**src/rtl/moesi_snoop_ctrl.sv**
```systemverilog
module moesi_snoop_ctrl #(
  parameter int ADDR_W = 8,
  parameter int DATA_W = 32,
  parameter int LINES  = 4
) (
  input  logic              clk,
  input  logic              rst_n,
  input  logic              cpu_req,
  input  logic              cpu_we,
  input  logic [ADDR_W-1:0] cpu_addr,
  input  logic [DATA_W-1:0] cpu_wdata,
  output logic              cpu_ready,
  output logic [DATA_W-1:0] cpu_rdata,
  output logic              bus_req_valid,
  output logic [1:0]        bus_req_cmd,
  output logic [ADDR_W-1:0] bus_req_addr,
  output logic [DATA_W-1:0] bus_req_data,
  input  logic              bus_resp_valid,
  input  logic              bus_resp_shared,
  input  logic [DATA_W-1:0] bus_resp_data,
  input  logic              snp_valid,
  input  logic [1:0]        snp_cmd,
  input  logic [ADDR_W-1:0] snp_addr,
  output logic              snp_shared,
  output logic              snp_supply,
  output logic [DATA_W-1:0] snp_data,
  input  logic [ADDR_W-1:0] peek_addr,
  output logic [2:0]        peek_state
);
  localparam int IDX_W = $clog2(LINES);
  localparam int TAG_W = ADDR_W - IDX_W;

  localparam logic [2:0] ST_I = 3'd0, ST_S = 3'd1, ST_E = 3'd2, ST_O = 3'd3, ST_M = 3'd4;
  localparam logic [1:0] C_RD = 2'd0, C_RDX = 2'd1, C_UPG = 2'd2, C_WB = 2'd3;

  typedef enum logic [1:0] {PH_IDLE, PH_WB, PH_FILL} phase_t;

  logic [2:0]        st [LINES];
  logic [TAG_W-1:0]  tg [LINES];
  logic [DATA_W-1:0] dt [LINES];
  phase_t            ph;

  wire [IDX_W-1:0] c_idx = cpu_addr[IDX_W-1:0];
  wire [TAG_W-1:0] c_tag = cpu_addr[ADDR_W-1:IDX_W];
  wire [2:0]       c_st  = st[c_idx];
  wire             c_hit = c_st != ST_I && tg[c_idx] == c_tag;
  wire             c_dirty = c_st == ST_M || c_st == ST_O;
  wire             c_wperm = c_st == ST_M || c_st == ST_E;

  wire [IDX_W-1:0] s_idx = snp_addr[IDX_W-1:0];
  wire [TAG_W-1:0] s_tag = snp_addr[ADDR_W-1:IDX_W];
  wire [2:0]       s_st  = st[s_idx];
  wire             s_hit = snp_valid && s_st != ST_I && tg[s_idx] == s_tag;
  wire             s_act = s_hit && snp_cmd != C_WB;
  wire             s_kill = s_act && snp_cmd != C_RD;

  wire [IDX_W-1:0] p_idx = peek_addr[IDX_W-1:0];
  wire [TAG_W-1:0] p_tag = peek_addr[ADDR_W-1:IDX_W];

  wire accept = ph == PH_IDLE && cpu_req && !cpu_ready && !snp_valid;

  assign snp_shared = s_act;
  assign snp_supply = s_act && snp_cmd != C_UPG && (s_st == ST_M || s_st == ST_O);
  assign snp_data   = snp_supply ? dt[s_idx] : '0;
  assign peek_state = (tg[p_idx] == p_tag) ? st[p_idx] : ST_I;

  function automatic logic [2:0] snoop_next(input logic [2:0] s, input logic [1:0] c);
    case (c)
      C_RD:    return (s == ST_M) ? ST_O : (s == ST_E) ? ST_S : s;
      C_RDX,
      C_UPG:   return ST_I;
      default: return s;
    endcase
  endfunction

  always_ff @(posedge clk or negedge rst_n) begin
    if (!rst_n) begin
      for (int i = 0; i < LINES; i++) begin
        st[i] <= ST_I;
        tg[i] <= '0;
        dt[i] <= '0;
      end
      ph            <= PH_IDLE;
      cpu_ready     <= 1'b0;
      cpu_rdata     <= '0;
      bus_req_valid <= 1'b0;
      bus_req_cmd   <= C_RD;
      bus_req_addr  <= '0;
      bus_req_data  <= '0;
    end else begin
      cpu_ready <= 1'b0;
      case (ph)
        PH_IDLE: if (accept) begin
          if (c_hit && !cpu_we) begin
            cpu_rdata <= dt[c_idx];
            cpu_ready <= 1'b1;
          end else if (c_hit && c_wperm) begin
            dt[c_idx] <= cpu_wdata;
            st[c_idx] <= ST_M;
            cpu_ready <= 1'b1;
          end else if (c_hit) begin
            bus_req_valid <= 1'b1;
            bus_req_cmd   <= C_UPG;
            bus_req_addr  <= cpu_addr;
            ph            <= PH_FILL;
          end else if (c_dirty) begin
            bus_req_valid <= 1'b1;
            bus_req_cmd   <= C_WB;
            bus_req_addr  <= {tg[c_idx], c_idx};
            bus_req_data  <= dt[c_idx];
            ph            <= PH_WB;
          end else begin
            st[c_idx]     <= ST_I;
            bus_req_valid <= 1'b1;
            bus_req_cmd   <= cpu_we ? C_RDX : C_RD;
            bus_req_addr  <= cpu_addr;
            ph            <= PH_FILL;
          end
        end
        PH_WB: if (bus_resp_valid) begin
          st[c_idx]    <= ST_I;
          bus_req_cmd  <= cpu_we ? C_RDX : C_RD;
          bus_req_addr <= cpu_addr;
          ph           <= PH_FILL;
        end
        PH_FILL: begin
          if (bus_resp_valid) begin
            bus_req_valid <= 1'b0;
            ph            <= PH_IDLE;
            cpu_ready     <= 1'b1;
            tg[c_idx]     <= c_tag;
            if (bus_req_cmd == C_RD) begin
              st[c_idx] <= bus_resp_shared ? ST_S : ST_E;
              dt[c_idx] <= bus_resp_data;
              cpu_rdata <= bus_resp_data;
            end else begin
              st[c_idx] <= ST_M;
              dt[c_idx] <= cpu_wdata;
            end
          end else if (bus_req_cmd == C_UPG && s_kill && s_idx == c_idx) begin
            bus_req_cmd <= C_RDX;
          end
        end
        default: ph <= PH_IDLE;
      endcase
      if (s_act) st[s_idx] <= snoop_next(s_st, snp_cmd);
    end
  end

  AST_SNOOP_RD_M_TO_O: assert property (@(posedge clk) disable iff (!rst_n)
    s_hit && snp_cmd == C_RD && s_st == ST_M |=> st[$past(s_idx)] == ST_O) else $error("M line not owned after snooped read");

  AST_SNOOP_KILL: assert property (@(posedge clk) disable iff (!rst_n)
    s_hit && (snp_cmd == C_RDX || snp_cmd == C_UPG) |=> st[$past(s_idx)] == ST_I) else $error("line survived snooped invalidation");

  AST_SILENT_STORE: assert property (@(posedge clk) disable iff (!rst_n)
    accept && c_hit && cpu_we && c_wperm |=> cpu_ready && !bus_req_valid) else $error("store with write permission went to bus");

  AST_UPG_GRANT: assert property (@(posedge clk) disable iff (!rst_n)
    ph == PH_FILL && bus_resp_valid && bus_req_cmd == C_UPG && !snp_valid |=> st[$past(c_idx)] == ST_M) else $error("upgrade did not grant Modified");

  AST_REQ_HELD: assert property (@(posedge clk) disable iff (!rst_n)
    bus_req_valid && !bus_resp_valid |=> bus_req_valid && $stable(bus_req_addr)) else $error("bus request withdrawn");

  for (genvar gi = 0; gi < LINES; gi++) begin : g_dirty_chk
    AST_DIRTY_KEPT: assert property (@(posedge clk) disable iff (!rst_n)
      (st[gi] == ST_M || st[gi] == ST_O)
      && !(s_kill && s_idx == IDX_W'(gi))
      && !(ph == PH_WB && bus_resp_valid && c_idx == IDX_W'(gi))
      |=> st[gi] != ST_I) else $error("dirty line dropped without writeback");
  end
endmodule

```
**config.mk**
```make
export PLATFORM = sky130hd
export DESIGN_NAME = moesi_snoop_ctrl
export DESIGN_NICKNAME = d
export VERILOG_FILES = /design/src/rtl/moesi_snoop_ctrl.sv
export SDC_FILE = /design/constraint.sdc
export NUM_CORES = 1
export LEC_CHECK = 0
export BUFFER_PORTS_ARGS = -buffer_cell sky130_fd_sc_hd__buf_4
export CELL_PAD_IN_SITES_DETAIL_PLACEMENT = 1
export CELL_PAD_IN_SITES_GLOBAL_PLACEMENT = 2
export CORE_ASPECT_RATIO = 2
export CORE_MARGIN = 10
export CORE_UTILIZATION = 42
export CTS_BUF_LIST = sky130_fd_sc_hd__clkbuf_16
export DETAILED_ROUTE_END_ITERATION = 7
export PLACE_DENSITY = 0.95
export SETUP_SLACK_MARGIN = 0.1
export SLEW_MARGIN = 40
export SYNTH_ARGS = -nofsm -noshare
export SYNTH_HDL_FRONTEND = slang
export SYNTH_SLANG_ARGS = --single-unit
```
**constraint.sdc**
```tcl
create_clock -name clk -period 6.95 [get_ports clk]
set_input_delay 1.7375 -clock clk [delete_from_list [all_inputs] [get_ports clk]]
set_output_delay 1.7375 -clock clk [all_outputs]
set_load 0.03 [all_outputs]
```
Word level (Yosys, flattened, before mapping). Cells that the tools add are included.

Flip-flop bits (word level): 242. Latch bits: 0. Memory bits (writable): 0. ROM bits: 0. Bits of input ports: 97. Output and inout bits: 113. Word-level logic and storage cells: 202. Memories kept: 0.

$add $sub $neg: 0. $mul: 0. Divide/modulo/power cells: 0. $lt $le $gt $ge: 5. Eq/ne operators: 27. Shift operators: 0. Multiplexer cells: 100. Bitwise operators: 11. Reductions and logical operators: 40.

Operator list (count): 2-to-1 mux 128 bit (5); 2-to-1 mux 32 bit (10); bitwise mux 128 bit (2); case mux 128 bit (2 select lines) (1); binary-select mux 32 bit (select 2 bit) (2); 2-to-1 mux 12 bit (9); demux 32 bit (select 2 bit) (1); case mux 32 bit (2 select lines) (1); 2-to-1 mux 8 bit (6); 2-to-1 mux 6 bit (7); binary-select mux 6 bit (select 2 bit) (3); 2-to-1 mux 3 bit (12); case mux 12 bit (3 select lines) (1); 2-to-1 mux 2 bit (16); AND reduction 5 bit (5); bitwise mux 12 bit (2); bitwise mux 24 bit (1); != test 2 bit, second input constant (10); binary-select mux 3 bit (select 2 bit) (3); == test 6 bit (3); logical AND 1 bit (16); case mux 8 bit (2 select lines) (1); bitwise AND 12 bit (1); demux 3 bit (select 2 bit) (2); other kinds (28) (63).

Longest topological paths before layout. Gate-level depths: netlist of run 1.

Depth after elaboration: 15. Mapped depth: 11. Depth with buffers taken out: 9.

Worst setup path before layout of run 1. No wires, ideal clock.

Kind: input port to output port. Start: in snp_addr[0]. End: out snp_shared. Arrival time: 4.177 ns. Required time: 5.213 ns. Slack: 1.036 ns. Cell stages on the path: 5. Path buffers: 1. Path through: buf_2 > mux4_2 > xnor2_1 > nand2_1 > nor4_1.

Longest elaborated chain between the ends: 8. Elaborated cells on any way between the ends: 12. Those cells by class: eq/ne (1); mux (6); bitwise (1); reduce/logical (4).

RTL lines: start: declaration (RTL line 23) `input logic [ADDR_W-1:0] snp_addr,`; inverter 2 -> 3 bit (not written as such) * (RTL line 52, 53); binary-select mux 3 bit (select 2 bit) (RTL line 52) `wire [2:0] s_st = st[s_idx];`; 2-to-1 mux 3 bit (not written as such) (2 in a row) (RTL line 52); nonzero test 3 bit (RTL line 53) `wire s_hit = snp_valid && s_st != ST_I && tg[s_idx] == s_tag;`; logical AND 1 bit (RTL line 53); logical AND 1 bit * (RTL line 53); logical AND 1 bit * (RTL line 54) `wire s_act = s_hit && snp_cmd != C_WB;`; end: declaration (RTL line 24) `output logic snp_shared,`.

Mark *: on every way between the ends. The rest lies on a longest branch, timed or not. The select of a mux whose other input is x is not followed.

Worst setup path in the final report of run 1.
Start: in snp_addr[0]. End: out snp_data[1].

Longest elaborated chain between the ends: 11. Elaborated cells on any way between the ends: 21. Those cells by class: eq/ne (3); mux (10); bitwise (1); reduce/logical (7).

RTL lines: inverter 2 -> 3 bit (not written as such) * (RTL line 52, 53, 64); binary-select mux 3 bit (select 2 bit) (RTL line 52); 2-to-1 mux 3 bit (not written as such) (2 in a row) (RTL line 52); nonzero test 3 bit (RTL line 53); logical AND 1 bit (2 in a row) (RTL line 53); logical AND 1 bit (RTL line 54); logical AND 1 bit (2 in a row) (RTL line 63) `assign snp_supply = s_act && snp_cmd != C_UPG && (s_st == ST_M || s_st == ST_O);`; 2-to-1 mux 32 bit * (RTL line 64) `assign snp_data = snp_supply ? dt[s_idx] : '0;`; end: declaration (RTL line 26) `output logic [DATA_W-1:0] snp_data,`.

Marked as above.

==> impl_metrics.py, run 1 <==
metrics = {
    "timing": {
        "fmax_ghz": 0.1676,
        "hold_viol_final": 0,
        "tightest_slew_ps": 814.5,
        "finalWorstSetupSlack_ps": 983.5,
        "post-route-min-period_ps": 5967,
        "clock_skew_ps": 10.24,
        "grt_setup_unrepaired": "false",
        "drv_slew": 0,
        "relSlewSlack_pct": 45.70,
        "post-route-period-util_pct": 85.85,
        "setup_viol": 0,
        "tns_ps": 0,
    },
    "clocking": {
        "clk_latency_ps": 530,
        "numCtsBuffers": 24,
        "cts_tree": "built",
        "clock-root-buffer": "clkbuf_16",
        "postCtsHoldBufs": 0,
        "numClockSinks": 242,
        "clkTransAtPathRegs_ps": 70,
        "cts_setup_buffers": 0,
        "cts_resized": 0,
        "h-tree-depth": 1,
        "clockBufferDepth": 3,
    },
    "die": {
        "rows": 93,
        "fp.coreArea_um2": 32350,
        "start_util_pct": 42.65,
        "num_io_pins": 210,
        "die_w_um": 148.2,
        "dieArea_um2": 40940,
        "die_y_um": 276.3,
    },
    "synthesis": {
        "synth_xor_area_share_pct": 1.333,
        "synth_fa_ha_area_share_pct": 0.3627,
        "avgSynthCellArea_um2": 11.94,
        "synth.most_common_cell": "dfrtp_1",
        "syn_area_um2": 13800,
        "syn_nets": 1257,
        "synth_cells": 1156,
        "synth-main-ff-cell": "dfrtp_1",
        "synth_compound_area_share_pct": 9.939,
        "synthTopCellsByCount": "dfrtp_1, o21ai_0, nand2_1, mux4_2, mux2_1",
        "synth_seq_cells": 242,
        "synth_top_area_share_pct": 43.89,
        "yosys.area_share.simple_pct": 9.223,
        "synth_area_leader_cell": "dfrtp_1",
        "synth_top_family_by_area": "multiplexers",
        "synth_warnings": 0,
        "synth_edf_count": 0,
        "ys_seq_area_share_pct": 43.89,
        "synthArstFlopShare_pct": 100.0,
        "yosysUniqueCellTypes": 59,
        "synth_area_leaders": "dfrtp_1, mux4_2, mux2_1",
        "synth.area.mux_share_pct": 31.82,
    },
    "detailed_routing": {
        "wl_per_cell_um": 27.76,
        "num_vias": 10920,
        "drc_errors": 0,
        "via_per_inst": 6.179,
        "drtPass1Iterations": 5,
        "antenna_left": 0,
        "wirelength_mm": 49.06,
        "drtIter0Drc": 707,
    },
    "worst_setup_path": {
        "reg2reg_depth": 7,
        "critical_path_cell_count": 8,
        "cp_common_cell": "buf_4",
        "cp-start-kind": "input pin",
        "cp_num_buf_inv": 3,
        "arrival_ps": 4230,
        "crit_start": "snp_addr[0]",
        "crit_required_ps": 5210,
        "slowest_stage": "mux4_2",
        "r2r-start": "tg[8]",
        "critPathMaxFanout": 25,
        "path_class": "in -> out",
        "crit_family": "buffers and inverters",
        "cp-end-kind": "output pin",
        "r2r-end": "dt[26]",
        "slowest_delay_ps": 580,
        "r2r_slack_ps": 2960,
        "cp_cell_sequence": "buf_4 -> mux4_2 -> xnor2_1 -> nand2_1 -> nor3_2 -> buf_4 -> and3_1 -> buf_4",
        "worstSetupEndpoint": "snp_data[1]",
    },
    "global_routing": {
        "grt_pass1_vias": 12320,
        "grt_max_degree": 73,
        "antenna_found_initial": 1,
        "grt_pass1_wl_mm": 74.96,
        "track_usage_pct": 23.37,
        "grt-ovfl-total": 0,
    },
    "final_layout": {
        "design_area_um2": 16440,
        "num-fill-cells": 3494,
        "area_growth_pct": 19.14,
        "drive_above_1_share_pct": 35.10,
        "multiInputGateArea_um2": 7312,
        "nNetsFinal": 1423,
        "final_cells": 1767,
        "postLayoutCoreUtil_pct": 50.82,
        "regArea_um2": 6056,
    },
    "place": {
        "gp_congestion": 0.8657,
        "placedInstanceArea_um2": 15700,
        "pre_cts_ws_ps": 996.8,
        "place_inst": 1723,
        "port_buffers": 209,
        "dpl.hpwl_mm": 33.96,
    },
    "run_status": {
        "outcome": "finished clean",
    },
    "power_and_ir_drop": {
        "p_leak_nw": 7.586,
        "ir_drop_uv": 210.1,
        "power.density_nw_per_um2": 434.3,
    },
    "job": {
        "maxCapViolations": 0,
    },
    "worst_hold_path": {
        "hold_class": "reg -> reg",
    },
}
[per-layer routing]
layer / GRT usage [%] / wire, µm / up-vias
met1: 24.52 / 17120 / 5770
met4: 12.22 / 2438 / 0
met2: 43.95 / 27410 / 390
met3: 2.583 / 2088 / 120
li1: - / - / 4638
met5: 0 / 0 / -
[layout by cell type, fill, tap and decap left out, types with 3 or more instances in the layout]
cell | netlist | final
mux2_4 | 30 | 30
inv_1 | 8 | 13
nor4_1 | 7 | 7
and3_1 | 37 | 37
xnor2_1 | 12 | 12
nand2b_1 | 4 | 4
a221oi_1 | 3 | 3
a221o_1 | 6 | 6
nor3_1 | 7 | 6
a31oi_1 | 38 | 38
clkbuf_16 | 0 | 25
o31ai_1 | 7 | 7
dfrtp_1 | 242 | 242
nand3_1 | 12 | 10
mux2_2 | 69 | 69
nor2_1 | 50 | 48
nand2_1 | 121 | 120
nor2b_1 | 6 | 6
clkinv_1 | 1 | 7
nor3b_1 | 3 | 3
xor2_1 | 9 | 9
mux2i_1 | 10 | 10
a21o_1 | 3 | 3
clkinv_2 | 0 | 5
nand2_4 | 3 | 4
mux4_2 | 91 | 91
and2_1 | 5 | 4
nand4_1 | 3 | 3
a21boi_0 | 3 | 3
mux2_1 | 90 | 90
ha_1 | 4 | 3
buf_4 | 0 | 226
o41ai_1 | 4 | 4
a21oi_1 | 16 | 16
o21ai_0 | 137 | 137
[registers in the layout (all words and copies together), names as in the netlist]
signal	flops
cpu_rdata	32
tg	24
bus_req_valid	1
cpu_ready	1
dt	128
st	12
bus_req_cmd	2
ph	2
bus_req_data	32
bus_req_addr	8
[worst min path at each step]
stage	slack, ps	cells past startpoint	to	startpoint
global placement	490	1	dt[40]	dt[40]
floorplan	480	1	dt[33]	dt[33]
detailed placement	500	1	bus_req_data[14]	bus_req_data[14]
global route	530	1	bus_req_data[30]	bus_req_data[30]
finish	510	1	bus_req_data[30]	bus_req_data[30]
CTS	510	1	dt[95]	dt[95]
[report_power, final]
part | leakage [nW] | total [mW] | internal, mW | switching [mW]
combinational | 4.14 | 3.37 | 1.43 | 1.94
clock | 0.378 | 1.27 | 0.686 | 0.586
sequential | 3.07 | 2.50 | 2.01 | 0.480
[kinds of logic after synthesis]
group / after synthesis
mux: 290
simple gates: 268
flops: 242
compound gates: 232
buf+inv: 99
xor+xnor: 21
fa+ha+maj: 4
[layout make-up]
type                            count  share of cell area, %
Antenna cell                        1                0.01522
Inverter                            9                 0.2055
Multi-Input combinational cell    815                  44.48
Tap cell                          427                  3.250
Clock inverter                     18                 0.6318
Clock buffer                       25                  3.806
Sequential cell                   242                  36.84
Timing Repair Buffer              230                  10.77
[worst reg2reg max path: cells and delay by family (launching register included)]
kind | cells | cell delay (ps)
AO/OA/AOI/OAI | 1 | 530
XOR/XNOR | 1 | 160
flip-flops | 1 | 430
multiplexers | 2 | 1110
AND/OR/NAND/NOR | 3 | 1650
[per-stage QoR]
| stage | hold WS (ps) | power, mW |
|---|---|---|
| after floorplan | 475.8 | 4.596 |
| after global placement | 487.3 | 5.682 |
| after detailed placement | 497.2 | 5.873 |
| after CTS | 513.8 | 7.167 |
| after global routing | 525.4 | 7.514 |
| final | 513.2 | 7.138 |
Note: power is estimated with default switching activity, not from simulation.
==> run 2: changes to the inputs <==
--- a/config.mk
+++ b/config.mk
@@ -9,11 +9,11 @@
 export CELL_PAD_IN_SITES_DETAIL_PLACEMENT = 1
 export CELL_PAD_IN_SITES_GLOBAL_PLACEMENT = 2
 export CORE_ASPECT_RATIO = 2
-export CORE_MARGIN = 10
-export CORE_UTILIZATION = 42
+export CORE_MARGIN = 4
+export CORE_UTILIZATION = 39
 export CTS_BUF_LIST = sky130_fd_sc_hd__clkbuf_16
 export DETAILED_ROUTE_END_ITERATION = 7
-export PLACE_DENSITY = 0.95
+export PLACE_DENSITY = 0.89
 export SETUP_SLACK_MARGIN = 0.1
 export SLEW_MARGIN = 40
 export SYNTH_ARGS = -nofsm -noshare
==> constraint.sdc (replaced) <==
create_clock -name clk -period 5.8 [get_ports clk]
set_input_delay 1.45 -clock clk [delete_from_list [all_inputs] [get_ports clk]]
set_output_delay 1.45 -clock clk [all_outputs]
set_load 0.03 [all_outputs]
==> run 2 against run 1 <==
  * Register-to-register slack lost 910 ps
  * Sequential cell count is the same
  * Cell area grew 1.2%
  * Sequential share of layout area shrank 0.43 points
  * Highest routed layer unchanged
  * Critical path depth is the same
  * Critical path type unchanged
==> impl_metrics.py, run 2 (same netlist as run 1, synthesis figures left out) <==
metrics = {
    "final_layout": {
        "final_cells": 1791,
        "drive_above_1_share_pct": 35.44,
        "num-fill-cells": 3758,
        "postLayoutCoreUtil_pct": 47.59,
        "antenna_cells": 0,
        "nNetsFinal": 1429,
        "layout_common_cells": "dfrtp_1, buf_4, o21ai_0",
        "reg.largest.list": "dt: 128 flops, bus_req_data: 32 flops, cpu_rdata: 32 flops",
        "area_growth_pct": 20.57,
        "largest_register_ffs": 128,
        "top_register": "dt",
        "design_area_um2": 16630,
        "final_common_cell": "dfrtp_1",
    },
    "timing": {
        "hold_viol_final": 0,
        "drv_slew": 0,
        "fmax_ghz": 0.1921,
        "post-route-period-util_pct": 89.76,
        "tightest_slew_ps": 806.4,
        "tns_ps": 0,
        "finalHoldWorstSlack_ps": 513.4,
        "relSlewSlack_pct": 46.24,
        "finalWorstSetupSlack_ps": 593.8,
        "clock_skew_ps": 17.03,
        "grt_setup_unrepaired": "false",
        "setup_viol": 0,
        "post-route-min-period_ps": 5206,
    },
    "worst_setup_path": {
        "path_class": "in -> out",
        "worstSetupEndpoint": "snp_data[12]",
        "reg2reg_depth": 7,
        "arrival_ps": 3760,
        "r2r_slack_ps": 2050,
        "critPathMaxFanout": 19,
        "crit_start": "snp_addr[0]",
        "crit_required_ps": 4350,
        "cp-end-kind": "output pin",
        "r2r-start": "tg[4]",
        "cp-start-kind": "input pin",
        "r2r-end": "dt[59]",
    },
    "clocking": {
        "h-tree-depth": 1,
        "cts_resized": 0,
        "clkTransAtPathRegs_ps": 70,
        "numCtsBuffers": 24,
        "cts_setup_buffers": 0,
        "numClockSinks": 242,
        "clock-root-buffer": "clkbuf_16",
        "cts_tree": "built",
        "postCtsHoldBufs": 0,
        "clockBufferDepth": 3,
        "clk_latency_ps": 540,
    },
    "detailed_routing": {
        "drc_errors": 0,
        "drtIter0Drc": 592,
        "num_vias": 10800,
        "drtPass1Iterations": 5,
        "wl_per_cell_um": 26.95,
        "wirelength_mm": 48.27,
        "via_per_inst": 6.027,
        "antenna_left": 0,
    },
    "die": {
        "die_y_um": 274.0,
        "rows": 97,
        "dieArea_um2": 38630,
        "start_util_pct": 39.47,
        "fp.coreArea_um2": 34950,
        "num_io_pins": 210,
        "die_w_um": 141.0,
    },
    "place": {
        "pre_cts_ws_ps": 525.1,
        "dpl.hpwl_mm": 33.02,
        "placedInstanceArea_um2": 15820,
        "gp_congestion": 0.8695,
        "place_inst": 1747,
        "port_buffers": 209,
    },
    "global_routing": {
        "antenna_found_initial": 0,
        "grt_pass1_wl_mm": 73.59,
        "grt-ovfl-total": 0,
        "track_usage_pct": 24.76,
        "grt_max_degree": 133,
        "grt_pass1_vias": 12330,
    },
    "power_and_ir_drop": {
        "p_sw_share_pct": 41.03,
        "seq_power_share_pct": 34.4,
        "power.density_nw_per_um2": 520.7,
        "combPwrFrac_pct": 46.5,
        "ir_drop_uv": 276.4,
        "power.share.clock_pct": 19.1,
        "p_leak_nw": 7.689,
        "p_int_mw": 5.108,
        "total_power_mw": 8.661,
        "power.switching_mw": 3.554,
    },
    "job": {
        "maxCapViolations": 0,
    },
    "worst_hold_path": {
        "hold_class": "reg -> reg",
    },
    "run_status": {
        "outcome": "finished clean",
    },
}
run 2: power by group through the flow:
| stage | Clock (mW) | Sequential, mW | Combinational (mW) |
|---|---|---|---|
| 3_5_place_dp | 0 | 3.00 | 4.04 |
| 2_1_floorplan | 0 | 3.19 | 2.32 |
| 6_report | 1.65 | 2.98 | 4.03 |
| 5_1_grt | 1.74 | 3.07 | 4.32 |
| 4_1_cts | 1.69 | 2.97 | 4.06 |
| 3_3_place_gp | 0 | 2.93 | 3.89 |
run 2: worst min path at each step:
stage / startpoint / to / depth (start not counted)
2_1_floorplan: dt[33] / dt[33] / 1
3_3_place_gp: dt[114] / dt[114] / 1
3_5_place_dp: bus_req_data[1] / bus_req_data[1] / 1
4_1_cts: bus_req_data[1] / bus_req_data[1] / 1
5_1_grt: bus_req_data[18] / bus_req_data[18] / 1
6_report: bus_req_data[1] / bus_req_data[1] / 1
run 2: worst max-delay path, stage by stage:
cell and delay, ps:
buf_4 260, mux4_2 610, nor2b_1 190, mux2i_1 130, nor2_4 500, buf_16 230
and3_1 200, buf_4 170
run 2: area by class of cell:
cell class / count / area (µm²) / area share, %
multi-input cells: 815 / 7312 / 43.96
clock buffers: 25 / 625.6 / 3.761
repair buffers: 236 / 1869 / 11.24
clock inverters: 19 / 181.4 / 1.091
well taps: 445 / 556.8 / 3.347
inverters: 9 / 33.78 / 0.2031
flip-flops and latches: 242 / 6056 / 36.40
run 2: metal layers:
| layer | wire, µm | GRT usage, % |
|---|---|---|
| met1 | 16710 | 26.24 |
| met2 | 27290 | 47.75 |
| met3 | 1922 | 2.862 |
| met4 | 2341 | 11.77 |
| met5 | 0 | 0 |
